### config.mk
export PLATFORM = sky130hd
export DESIGN_NAME = uart_word_port
export DESIGN_NICKNAME = d
export VERILOG_FILES = /design/src/rtl/uart_word_port.sv
export SDC_FILE = /design/constraint.sdc
export NUM_CORES = 1
export LEC_CHECK = 0
export BUFFER_PORTS_ARGS = -buffer_cell sky130_fd_sc_hd__buf_2
export CORE_AREA = 4 4 57 80
export CTS_BUF_LIST = sky130_fd_sc_hd__clkbuf_4 sky130_fd_sc_hd__clkbuf_8
export CTS_CLUSTER_DIAMETER = 30
export CTS_CLUSTER_SIZE = 12
export DETAILED_ROUTE_END_ITERATION = 16
export DIE_AREA = 0 0 61 84
export PLACE_DENSITY_LB_ADDON = 0.25
export SLEW_MARGIN = 10
export SYNTH_ARGS = -nofsm -noshare
export SYNTH_HDL_FRONTEND = slang
export SYNTH_SLANG_ARGS = --single-unit
### constraint.sdc
create_clock -name clk -period 3.4 [get_ports clk]
set_input_delay 0.17 -clock clk [delete_from_list [all_inputs] [get_ports clk]]
set_output_delay 0.17 -clock clk [all_outputs]
set_load 0.05 [all_outputs]
### src/rtl/uart_word_port.sv
module uart_word_port #(
  parameter int CLK_DIV = 16
) (
  input  logic        clk,
  input  logic        rst_n,
  input  logic        sel,
  input  logic        wr,
  input  logic [15:0] wdata,
  output logic [15:0] rdata,
  output logic        txd,
  input  logic        rxd
);
  localparam int CW   = $clog2(CLK_DIV + 1);
  localparam int HALF = CLK_DIV / 2;

  logic          tx_act;
  logic [9:0]    tx_sh;
  logic [3:0]    tx_bit;
  logic [CW-1:0] tx_cnt;

  logic [1:0]    rx_sync;
  logic          rx_s;
  typedef enum logic [1:0] {RX_IDLE, RX_START, RX_DATA, RX_STOP} rx_st_t;
  rx_st_t        rx_st;
  logic [CW-1:0] rx_cnt;
  logic [2:0]    rx_bit;
  logic [7:0]    rx_sh;
  logic [7:0]    rx_byte;
  logic          rx_done;
  logic          ready, ovr;

  wire wr_go  = sel && wr && !tx_act;
  wire rd_go  = sel && !wr;
  wire tx_tick = (tx_cnt == CW'(CLK_DIV - 1));
  wire rx_tick = (rx_cnt == CW'(CLK_DIV - 1));

  assign rdata = {rx_byte, 5'b0, ovr, tx_act, ready};
  assign txd   = tx_act ? tx_sh[0] : 1'b1;
  assign rx_s  = rx_sync[1];
  assign rx_done = (rx_st == RX_STOP) && rx_tick && rx_s;

  always_ff @(posedge clk or negedge rst_n) begin
    if (!rst_n) begin
      tx_act <= 1'b0;
      tx_sh  <= '1;
      tx_bit <= '0;
      tx_cnt <= '0;
    end else if (wr_go) begin
      tx_act <= 1'b1;
      tx_sh  <= {1'b1, wdata[15:8], 1'b0};
      tx_bit <= '0;
      tx_cnt <= '0;
    end else if (tx_act) begin
      if (tx_tick) begin
        tx_cnt <= '0;
        if (tx_bit == 4'd9) tx_act <= 1'b0;
        else begin
          tx_sh  <= {1'b1, tx_sh[9:1]};
          tx_bit <= tx_bit + 4'd1;
        end
      end else tx_cnt <= tx_cnt + CW'(1);
    end
  end

  always_ff @(posedge clk or negedge rst_n) begin
    if (!rst_n) rx_sync <= 2'b11;
    else        rx_sync <= {rx_sync[0], rxd};
  end

  always_ff @(posedge clk or negedge rst_n) begin
    if (!rst_n) begin
      rx_st  <= RX_IDLE;
      rx_cnt <= '0;
      rx_bit <= '0;
      rx_sh  <= '0;
    end else begin
      case (rx_st)
        RX_IDLE: begin
          rx_cnt <= '0;
          if (!rx_s) rx_st <= RX_START;
        end
        RX_START: begin
          if (rx_cnt == CW'(HALF - 1)) begin
            rx_cnt <= '0;
            rx_bit <= '0;
            rx_st  <= rx_s ? RX_IDLE : RX_DATA;
          end else rx_cnt <= rx_cnt + CW'(1);
        end
        RX_DATA: begin
          if (rx_tick) begin
            rx_cnt <= '0;
            rx_sh  <= {rx_s, rx_sh[7:1]};
            rx_bit <= rx_bit + 3'd1;
            if (rx_bit == 3'd7) rx_st <= RX_STOP;
          end else rx_cnt <= rx_cnt + CW'(1);
        end
        default: begin
          if (rx_tick) begin
            rx_cnt <= '0;
            rx_st  <= RX_IDLE;
          end else rx_cnt <= rx_cnt + CW'(1);
        end
      endcase
    end
  end

  always_ff @(posedge clk or negedge rst_n) begin
    if (!rst_n) begin
      rx_byte <= '0;
      ready   <= 1'b0;
      ovr     <= 1'b0;
    end else if (rx_done) begin
      rx_byte <= rx_sh;
      ready   <= 1'b1;
      if (ready && !rd_go) ovr <= 1'b1;
      else if (rd_go)      ovr <= 1'b0;
    end else if (rd_go) begin
      ready <= 1'b0;
      ovr   <= 1'b0;
    end
  end

  assert_tx_start_R3: assert property (@(posedge clk) disable iff (!rst_n)
    (sel && wr && !rdata[1]) |=> (rdata[1] && !txd));
  assert_busy_write_ignored_R5: assert property (@(posedge clk) disable iff (!rst_n)
    (sel && wr && rdata[1] && !tx_tick) |=> $stable(tx_sh) && $stable(tx_bit));
  assert_read_clears_R7: assert property (@(posedge clk) disable iff (!rst_n)
    (sel && !wr && !rx_done) |=> (!rdata[0] && !rdata[2]));
  assert_overrun_sets_R8: assert property (@(posedge clk) disable iff (!rst_n)
    (rx_done && rdata[0] && !(sel && !wr)) |=> rdata[2]);
  assert_ready_source_R6: assert property (@(posedge clk) disable iff (!rst_n)
    $rose(rdata[0]) |-> $past(rx_st == RX_STOP));
  assert_idle_line_R4: assert property (@(posedge clk) disable iff (!rst_n)
    $fell(rdata[1]) |-> txd);
endmodule

==> impl_metrics.ini <==
[run_status]
status = completed

[grt]
grt-ovfl-total = 0
grt_pass1_wl_um = 6710
grtUsageTotal_pct = 17.0
grt_antenna_before_repair = 0
grt_max_degree = 50
grt_pass1_vias = 1552

[timing]
hold_viol_final = 0
setup_tns_ps = 0
finalSetupViolations = 0
rsz0062_at_grt = no
slew_violations = 0
fmax_mhz = 484
period_needed_ps = 2070
worst_pin_slew_ps = 1030
clock_skew_ps = 4.25
min_period_over_period_pct = 60.8
relSlewSlack_pct = 31.2

[final_layout]
multi_input_area_um2 = 1000
nets = 240
drive_gt1_share_pct = 37.7
stdcell_area_mm2 = 0.00259
area_delta_synth_final_pct = 9.13
register_area_mm2 = 0.00124
diodes = 0
fillers = 303

[floorplan]
die_area_mm2 = 0.00512
num_rows = 27
die_w_um = 61
core-area_mm2 = 0.00385
die_h_um = 84
start_util_pct = 61.5
io_pins = 38

[synth]
ys_seq_elements = 49
ys_types = 43
synth_area_mm2 = 0.00237
syn_inst = 188
yosys_most_used_dff = dfrtp_1
avgSynthCellArea_um2 = 12.6
yosysSeqAreaShare_pct = 52.3
async_flop_share_pct = 100
yosysWarnings = 0
synth_edf_count = 0

[placed_design]
place.port_buffers = 24
dp_hpwl_um = 2730
post_dp_cell_area_mm2 = 0.00247
gp_congestion = 0.717

[clock_tree]
clockBufferDepth = 2
clock_sinks = 49
clkLatencyLatePin_ps = 300
htree_levels = 2
cts_tree = yes
cts_root_buf = clkbuf_8
cts.reportedPaths.clkPinSlew_ps = 90
cts_resized = 0
cts_inserted_buffers = 5

[route]
wl_per_cell_um = 15.1
ant_nets = 0
firstDrtPassIters = 4
drc = 0
vias_per_cell = 5.58
finalWirelength_um = 3840
drtIter0Drc = 22
via_count = 1422

[job]
maxCapViolations = 0

[pwr]
swShare_pct = 30.6
powerDensity_mw_per_mm2 = 643
power_frac_comb_pct = 23.7
clkPwrFrac_pct = 24.3
p_switching_mw = 0.509
ir_drop_v = 0.000464
seqPwrFrac_pct = 52.0
intPower_mw = 1.15
leakage_nw = 1.28

[setup_path]
cp_max_fo = 14
critPathKind = reg2reg
cp-start-kind = flop
worstPathRequired_ps = 3590
crit_path_end_kind = flop
arrival_ps = 2260

[hold_path]
hold_path_class = in2async
## power groups by stage
stage | Combinational (mW) | Sequential [mW] | Clock [mW]
3_5_place_dp | 0.393 | 0.874 | 0
2_1_floorplan | 0.348 | 0.823 | 0
4_1_cts | 0.400 | 0.865 | 0.415
3_3_place_gp | 0.367 | 0.860 | 0
6_report | 0.394 | 0.865 | 0.404
5_1_grt | 0.439 | 0.890 | 0.439
## final timing paths
path,endpoint,slack [ps],cells after the start,start
min in group clk,tx_sh[8]$_DFFE_PN1P_,80,2,wdata[15]
max in group asynchronous,rx_cnt[1]$_DFF_PN0_,2720,1,rst_n
min,rx_byte[3]$_DFFE_PN0P_,50,1,rst_n
max,rx_sh[1]$_DFFE_PN0P_,1330,5,rx_cnt[0]$_DFF_PN0_
max reg2reg,rx_sh[1]$_DFFE_PN0P_,1330,5,rx_cnt[0]$_DFF_PN0_
min reg2reg,rx_sync[1]$_DFF_PN1_,360,0,rx_sync[0]$_DFF_PN1_
## critical path, stage by stage, from the launching register on
cell and delay [ps]:
dfrtp_1 410, ha_1 240, and3_1 170, ha_1 260, nand3b_1 480, mux2_2 400
## routing by layer
metal	GRT usage (%)	wire length, um
met5	0	0
met4	5.92	51
met2	30.1	2120
met1	18.6	1510
met3	4.80	150
## cell usage after synthesis (2+ instances only)
cell       n  area share (%)
a21oi_1    3            0.63
nand2_1   11             1.7
inv_1     12             1.9
buf_2      2            0.42
and3_1     2            0.53
mux2_4     8             5.1
nand3_1    3            0.63
dfrtp_1   38              40
mux2i_1    4             1.7
dfstp_2   11              12
buf_4      8             2.5
mux2_2    21              10
nor2_1     6            0.95
nand2b_1   2            0.53
a22o_1     2            0.74
xor2_1     2            0.74
buf_6      2            0.95
a211oi_1   4             1.3
nor2b_1    5             1.3
ha_1       8             4.2
o22ai_1    2            0.53
clkbuf_1   2            0.32
o21ai_0   10             2.1
## layout by cell type, fill, tap and decap left out, types with 2 or more instances in the layout
master / netlist / layout
a211oi_1: 4 / 4
a21oi_1: 3 / 3
a22o_1: 2 / 2
and3_1: 2 / 2
buf_2: 2 / 24
clkbuf_8: 0 / 5
conb_1: 1 / 5
dfrtp_1: 38 / 38
dfstp_2: 11 / 11
ha_1: 8 / 8
inv_1: 12 / 12
mux2_2: 21 / 21
mux2_4: 8 / 8
mux2i_1: 4 / 4
nand2_1: 11 / 11
nand2b_1: 2 / 2
nand3_1: 3 / 3
nor2_1: 6 / 6
nor2b_1: 5 / 5
o21ai_0: 10 / 10
o22ai_1: 2 / 2
xor2_1: 2 / 2
## flip-flops by register name, summed over array words and instances (netlist names)
register  flops
ovr           1
rx_cnt        5
rx_sh         8
rx_byte       8
tx_bit        4
ready         1
tx_act        1
rx_bit        3
tx_sh         9
rx_st         2
rx_sync       2
tx_cnt        5
## metrics by stage
stage,setup WS (ps),instances,hold WS [ps],utilization (%),total power [mW]
3_3_place_gp,1370,246,278,64.0,1.23
5_1_grt,1150,255,79.0,67.2,1.77
3_5_place_dp,1340,246,276,64.0,1.27
2_1_floorplan,1540,192,-126,-,1.17
4_1_cts,1320,255,72.2,67.2,1.68
6_report,1330,255,45.7,67.2,1.66
## kinds of logic after synthesis
group / after synthesis / synth area share (%)
other: 1 / 0.158
and+or+nand+nor: 38 / 10.1
xor gates and xnor gates: 3 / 1.11
buffers and inverters: 26 / 6.12
muxes: 33 / 16.7
DFF: 49 / 52.3
AOI/OAI and AO/OA: 30 / 9.24
adders and majority gates: 8 / 4.22
## cell type report
type | instances | area share [%]
Sequential cell | 49 | 47.9
Multi-Input combinational cell | 117 | 38.7
Timing Repair Buffer | 26 | 5.32
Clock buffer | 5 | 2.66
Tap cell | 43 | 2.08
Inverter | 12 | 1.74
Clock inverter | 3 | 1.60
## what timing repair did
action / in CTS / in global routing
setup buffers: 0 / 0
hold buffers: 1 / 0
endpoints found under the hold margin: 1 / 0
(Power assumes the default switching activity.)
